--- config.mk ---
export PLATFORM = sky130hd
export DESIGN_NAME = pll_sleep_seq
export DESIGN_NICKNAME = d
export VERILOG_FILES = /design/src/rtl/pll_sleep_pkg.sv /design/src/rtl/pll_sleep_wake_sync.sv /design/src/rtl/pll_sleep_reqbit.sv /design/src/rtl/pll_sleep_settle_cnt.sv /design/src/rtl/pll_sleep_seq.sv
export SDC_FILE = /design/constraint.sdc
export NUM_CORES = 1
export LEC_CHECK = 0
export BUFFER_PORTS_ARGS = -buffer_cell sky130_fd_sc_hd__buf_2
export CAP_MARGIN = 0
export CORE_MARGIN = 5
export CORE_UTILIZATION = 29
export CTS_CLUSTER_DIAMETER = 30
export DETAILED_ROUTE_END_ITERATION = 10
export SLEW_MARGIN = 20
export SYNTH_ARGS = -nofsm -noshare
export SYNTH_HDL_FRONTEND = slang
export SYNTH_SLANG_ARGS = --single-unit
--- constraint.sdc ---
create_clock -name clk_lp -period 1.53 [get_ports clk_lp]
set_input_delay 0.306 -clock clk_lp [delete_from_list [all_inputs] [get_ports clk_lp]]
set_output_delay 0.306 -clock clk_lp [all_outputs]
set_load 0.03 [all_outputs]
--- src/rtl/pll_sleep_pkg.sv ---
package pll_sleep_pkg;
    typedef enum logic [1:0] {
        ST_RUN       = 2'd0,
        ST_SLEEP     = 2'd1,
        ST_WAKE_WAIT = 2'd2
    } seq_state_e;
endpackage

--- src/rtl/pll_sleep_wake_sync.sv ---
module pll_sleep_wake_sync #(
    parameter int WAKE_W = 4,
    parameter int STAGES = 2
) (
    input  logic              clk_lp,
    input  logic              rst_n,
    input  logic [WAKE_W-1:0] wake_async,
    output logic              wake_any
);
    logic [WAKE_W-1:0] synced;

    for (genvar i = 0; i < WAKE_W; i++) begin : g_line
        logic [STAGES-1:0] shreg;
        always_ff @(posedge clk_lp or negedge rst_n) begin
            if (!rst_n) shreg <= '0;
            else        shreg <= {shreg[STAGES-2:0], wake_async[i]};
        end
        assign synced[i] = shreg[STAGES-1];
    end

    assign wake_any = |synced;
endmodule

--- src/rtl/pll_sleep_reqbit.sv ---
module pll_sleep_reqbit (
    input  logic clk_lp,
    input  logic rst_n,
    input  logic set_stb,
    input  logic accept,
    input  logic clear,
    output logic req_q
);
    always_ff @(posedge clk_lp or negedge rst_n) begin
        if (!rst_n)                   req_q <= 1'b0;
        else if (clear)               req_q <= 1'b0;
        else if (set_stb && accept)   req_q <= 1'b1;
    end
endmodule

--- src/rtl/pll_sleep_settle_cnt.sv ---
module pll_sleep_settle_cnt #(
    parameter int SETTLE_TICKS = 62
) (
    input  logic clk_lp,
    input  logic rst_n,
    input  logic en,
    output logic done
);
    localparam int CNT_W = $clog2(SETTLE_TICKS + 1);
    localparam logic [CNT_W-1:0] LAST = CNT_W'(SETTLE_TICKS - 1);

    logic [CNT_W-1:0] cnt;

    always_ff @(posedge clk_lp or negedge rst_n) begin
        if (!rst_n)        cnt <= '0;
        else if (!en)      cnt <= '0;
        else if (cnt != LAST) cnt <= cnt + 1'b1;
    end

    assign done = en && (cnt == LAST);
endmodule

--- src/rtl/pll_sleep_seq.sv ---
module pll_sleep_seq
    import pll_sleep_pkg::*;
#(
    parameter int WAKE_W       = 4,
    parameter int SYNC_STAGES  = 2,
    parameter int SETTLE_TICKS = 62
) (
    input  logic              clk_lp,
    input  logic              rst_n,
    input  logic              sleep_set,
    input  logic [WAKE_W-1:0] wake_evt,
    input  logic              clko_en_req,
    output logic              pll_en,
    output logic              sysclk_valid,
    output logic              clko_en,
    output logic              sleep_flag
);
    seq_state_e state_q, state_d;
    logic wake_any, req_q, settle_done, req_clear;

    pll_sleep_wake_sync #(.WAKE_W(WAKE_W), .STAGES(SYNC_STAGES)) u_sync (
        .clk_lp     (clk_lp),
        .rst_n      (rst_n),
        .wake_async (wake_evt),
        .wake_any   (wake_any)
    );

    pll_sleep_reqbit u_req (
        .clk_lp  (clk_lp),
        .rst_n   (rst_n),
        .set_stb (sleep_set),
        .accept  (state_q == ST_RUN),
        .clear   (req_clear),
        .req_q   (req_q)
    );

    pll_sleep_settle_cnt #(.SETTLE_TICKS(SETTLE_TICKS)) u_cnt (
        .clk_lp (clk_lp),
        .rst_n  (rst_n),
        .en     (state_q == ST_WAKE_WAIT),
        .done   (settle_done)
    );

    assign req_clear = (state_q == ST_WAKE_WAIT) && settle_done;

    always_comb begin
        state_d = state_q;
        unique case (state_q)
            ST_RUN:       if (req_q)       state_d = ST_SLEEP;
            ST_SLEEP:     if (wake_any)    state_d = ST_WAKE_WAIT;
            ST_WAKE_WAIT: if (settle_done) state_d = ST_RUN;
            default:                       state_d = ST_RUN;
        endcase
    end

    always_ff @(posedge clk_lp or negedge rst_n) begin
        if (!rst_n) state_q <= ST_RUN;
        else        state_q <= state_d;
    end

    always_comb begin
        pll_en       = 1'b1;
        sysclk_valid = 1'b0;
        clko_en      = 1'b0;
        sleep_flag   = 1'b0;
        unique case (state_q)
            ST_RUN: begin
                sysclk_valid = 1'b1;
                clko_en      = clko_en_req;
            end
            ST_SLEEP: begin
                pll_en     = 1'b0;
                sleep_flag = 1'b1;
            end
            ST_WAKE_WAIT: begin
                pll_en = 1'b1;
            end
            default: begin
                pll_en = 1'b1;
            end
        endcase
    end
endmodule

Word-level counts from Yosys, hierarchy flattened
Cells that the tools add are included.

Flip-flop bits (word level): 17. Output and inout bits: 4.

Reduce and logical (&&, ||, !) cells: 7. Add/sub/neg operators: 1. Eq/ne operators: 8. Muxes and demuxes: 12.

Operators by type and width (count): $mux W6 (2); $add A6 B1 Y6 const B (1); $eq A6 B6 Y1 const B (1); $mux W1 (6); $mux W2 (3); $ne A2 B2 Y1 const B (3); $ne A6 B6 Y1 const B (1); $pmux W2 S3 (1); $reduce_or A4 Y1 (1); $logic_and A1 B1 Y1 (3); $reduce_and A3 Y1 (1); $eq A2 B1 Y1 const B (1); $eq A2 B2 Y1 const B (1); $logic_not A2 Y1 (1); $ne A2 B1 Y1 const B (1); $reduce_bool A2 Y1 (1).

Logic depth before layout (Yosys ltp)
Depth in word-level cells: 4. Mapped depth: 5.

By module
A second synthesis with hierarchy kept.

Cells, all modules: 55. Area, all modules: 668.1 µm².

Modules (own cells, without submodules): pll_sleep_settle_cnt (cells an instance 31, area each 315.3 µm², times used 1); pll_sleep_wake_sync (cells an instance 9, area each 207.7 µm², times used 1); pll_sleep_seq (cells an instance 12, area each 111.4 µm², times used 1); pll_sleep_reqbit (cells an instance 3, area each 33.8 µm², times used 1).

Least setup slack after synthesis
Ideal clock, no wire load.

Kind: register to output. Start: register state_q[0]. End: output port clko_en. Stages on the path, launching flop included: 3. Data required time: 1224 ps. Slack: -16 ps. Buffers on the path: 0. Arrival: 1240 ps. Cell sequence: dfrtp_1 nor2_1 and2_1.

Cells in the longest elaborated chain, start to end: 2.

Ends and longest elaborated chain: from (decl) (RTL line pll_sleep_seq.sv:18) `seq_state_e state_q, state_d;`; from (signal assigned) (RTL line pll_sleep_seq.sv:58) `else state_q <= state_d;`; $logic_not A2 Y1 (RTL line pll_sleep_seq.sv:66) `unique case (state_q)`; $mux W1 (RTL line pll_sleep_seq.sv:66); to (decl) (RTL line pll_sleep_seq.sv:15) `output logic clko_en,`.

No other way between the ends.

Worst setup path after layout
Start: register state_q[1]. End: output port sleep_flag.

Cells in the longest elaborated chain, start to end: 2.

Ends and longest elaborated chain: $eq A2 B1 Y1 (RTL line pll_sleep_seq.sv:66); $mux W1 (RTL line pll_sleep_seq.sv:66); to (decl) (RTL line pll_sleep_seq.sv:16) `output logic sleep_flag`.

No other way between the ends.

==> summary.md <==
| Metric | Value |
|---|---|
| Synth unique cells | 23 |
| Fin Hold WS | 0.125 ns |
| Launch point of the worst path | state_q[1] |
| Largest net degree at the start of global routing | 18 |
| First-pass GRT wire length | 2020 µm |
| Post-Syn Area | 657 µm² |
| Max-slew violations | 0 |
| Fin util | 36.7% |
| Number of buffers created by CTS | 3 |
| HPWL after DPL | 821 µm |
| Crit-path most repeated cell | inv_1 |
| Worst r2r src | u_cnt.cnt[0] |
| Setup TNS | 0 ns |
| Final Instance Count excl. Fillers | 102 |
| DRT Wirelength | 1140 µm |
| Pwr per Cell Area | 1500 mW/mm² |
| Syn Area/Cell | 11.7 µm² |
| Congestion Overflow GR | 0 |
| Layout cells sized above 1 | 25.7% |
| Setup crit start kind | flop |
| Slew @ Worst Pin | 0.430 ns |
| Number of remaining DRC errors | 0 |
| Synth-to-Final Area Change | 22.5% |
| Pre-Repair DR Iteration Count | 4 |
| Synth top cells by count | dfrtp_1 (17), inv_1 (4), nor2_1 (4) |
| Setup Skew | 0.00291 ns |
| Cell Chain, Critical Path | inv_1 -> nand2_1 -> inv_1 -> buf_2 |
| Top-area cell type share of the netlist area | 64.8% |
| Placed instance area | 749 µm² |
| GRT Total Usage | 8.16% |
| Flops & latches, synth | 17 |
| Fillers | 233 |
| Clock Sinks | 17 |
| Initial antenna violation count | 0 |
| WL per Instance | 11.2 µm |
| GP Congestion | 0.794 |
| EDFF count, synth | 0 |
| Synth Instances | 56 |
| Final setup viols | 0 |
| Vias in the first global route | 486 |
| CTS H-tree lvls | 1 |
| CTS root buf | clkbuf_4 |
| Min-delay src | wake_evt[0] |
| Post-route cell area | 805 µm² |
| Synth warn | 0 |
| Syn nets | 66 |
| Initial Utilization | 30.0% |
| Main synth FF type | dfrtp_1 |
| Starting DRT DRC Count | 5 |
| Status | completed |
| Dominant cells by area after synthesis | dfrtp_1 (65%), ha_1 (3.8%), a31oi_1 (2.9%), a21oi_1 (2.3%), inv_1 (2.3%) |
| Hold crit path type | in2reg |
| Inserted Diodes | 0 |
| Critical-path maximum fanout | 4 |
| Leakage power | 0.369 nW |
| Deepest clock path buffer count | 2 |
| Worst vdd ir | 0.000792 V |
| Max Cap Viol | 0 |
| I/O pins | 12 |
| R2r setup slk | 0.23 ns |
| Crit Path Class | reg2out |
| Clock transition at path regs | 0.09 ns |
| Seq/Total Area, Yosys | 64.8% |
| Final min period | 1.44 ns |
| Part of the cycle the worst path needs | 94.2% |
| Worst slew margin | 71.0% |
| Post-synth ARST share | 100% |
| Critical Path RT | 1.22 ns |
| NumNets Final | 85 |
| Core box area | 0.00219 mm² |
| Die Y | 57.6 µm |
| CP max stage delay | 0.43 ns |
| Placed Cells | 95 |
| Detailed-route via count | 485 |
| Die width | 57.6 µm |
| Port Buffer Count | 11 |
| Crit. End Element | output pin |
| CTS tree | done |
| Num rows | 17 |
| Final hold vios | 0 |
| Slowest cell on crit path | dfrtp_1 |
| Via-to-Cell Ratio | 4.75 |
| Cell accounting for the most synthesized area | dfrtp_1 |
| Later-pin clock latency in the skew report | 0.28 ns |
| Routed Antenna Nets | 0 |
| CP Data Arrival Time | 1.14 ns |
| Max Clock Freq | 694 MHz |
| Top-count cell post-synth | dfrtp_1 |
| Die area | 0.00332 mm² |
[cell usage in the layout, fill, tap and decap left out]
master	Yosys	routed
buf_2	0	10
and4_1	1	1
clkbuf_4	0	3
dfrtp_1	17	16
nor4_1	1	1
and2_1	1	1
nand2_1	3	3
a21oi_1	3	3
o21ai_0	2	2
nand3_1	2	2
nor2_2	0	1
nor3_1	2	2
nor3b_1	1	1
nor2_1	4	3
o31ai_1	1	1
dfrtp_2	0	1
nor2b_1	2	2
dlygate4sd3_1	0	1
or2_0	1	1
a311oi_1	1	1
mux2i_1	1	1
ha_1	2	2
clkbuf_1	0	1
and3_2	1	1
a31oi_1	3	3
buf_4	0	3
o22ai_1	1	1
inv_1	4	4
and3_1	1	1
a211oi_1	1	1
[state kept, by name (all words and copies together), names as in the netlist]
register	cells
u_sync.g_line.shreg	8
u_req.req_q	1
u_cnt.cnt	6
state_q	2
[worst max-delay path: cells and delay by family (launching register included)]
family                 cells  cell delay, ns
and+or+nand+nor            1            0.09
DFF                        1            0.43
buffers and inverters      3            0.33
[metal layers]
layer,vias up,part of all wire (%),GRT usage [%]
met4,0,1.4,5.96
met1,235,43,9.47
met3,2,7.0,2.71
li1,235,-,-
met5,-,0,0
met2,13,49,12.4
[final cells by class]
cell class / count / area [µm²] / share of cell area, %
Sequential cell: 17 / 427 / 53.0
Timing Repair Buffer: 14 / 82.6 / 10.3
Tap cell: 28 / 35.0 / 4.35
Multi-Input combinational cell: 35 / 219 / 27.2
Clock buffer: 4 / 26.3 / 3.27
Inverter: 4 / 15.0 / 1.87
[worst paths after layout]
path / depth (start not counted) / end
max: 4 / sleep_flag
max in group asynchronous: 2 / state_q[0]
max reg2reg: 4 / u_cnt.cnt[4]
min reg2reg: 0 / u_sync.g_line[3].shreg[1]
min in group asynchronous: 2 / u_sync.g_line[0].shreg[0]
min: 1 / u_sync.g_line[0].shreg[0]
[cells by family (layout without fill, tap and decap cells)]
kind of cell,Yosys count,count (layout),synth area share [%]
simple gates,20,20,16.4
flops,17,17,64.8
compound gates,12,12,11.2
mux,1,1,1.52
fa+ha+maj,2,2,3.81
buf+inv,4,22,2.29
[stage by stage]
step	setup WS, ns	total power, W
floorplan	0.138	0.000825
global placement	0.263	0.000928
detailed placement	0.243	0.000937
CTS	0.0422	0.00117
global route	-0.0126	0.00130
finish	0.0886	0.00120
[power by group]
part | internal (W) | total, W | switching [W]
combinational | 0.000155 | 0.000401 | 0.000246
clock | 0.000101 | 0.000230 | 0.000129
sequential | 0.000510 | 0.000574 | 0.0000642
total | 0.000766 | 0.00120 | 0.000439
[repair_timing]
action,CTS,global route
endpoints found under the setup margin,0,2
hold endpoints to repair,17,0
setup buffers,0,2
gates resized for setup,0,3
hold buffers,1,0
Note: power is estimated with default switching activity, not from simulation.
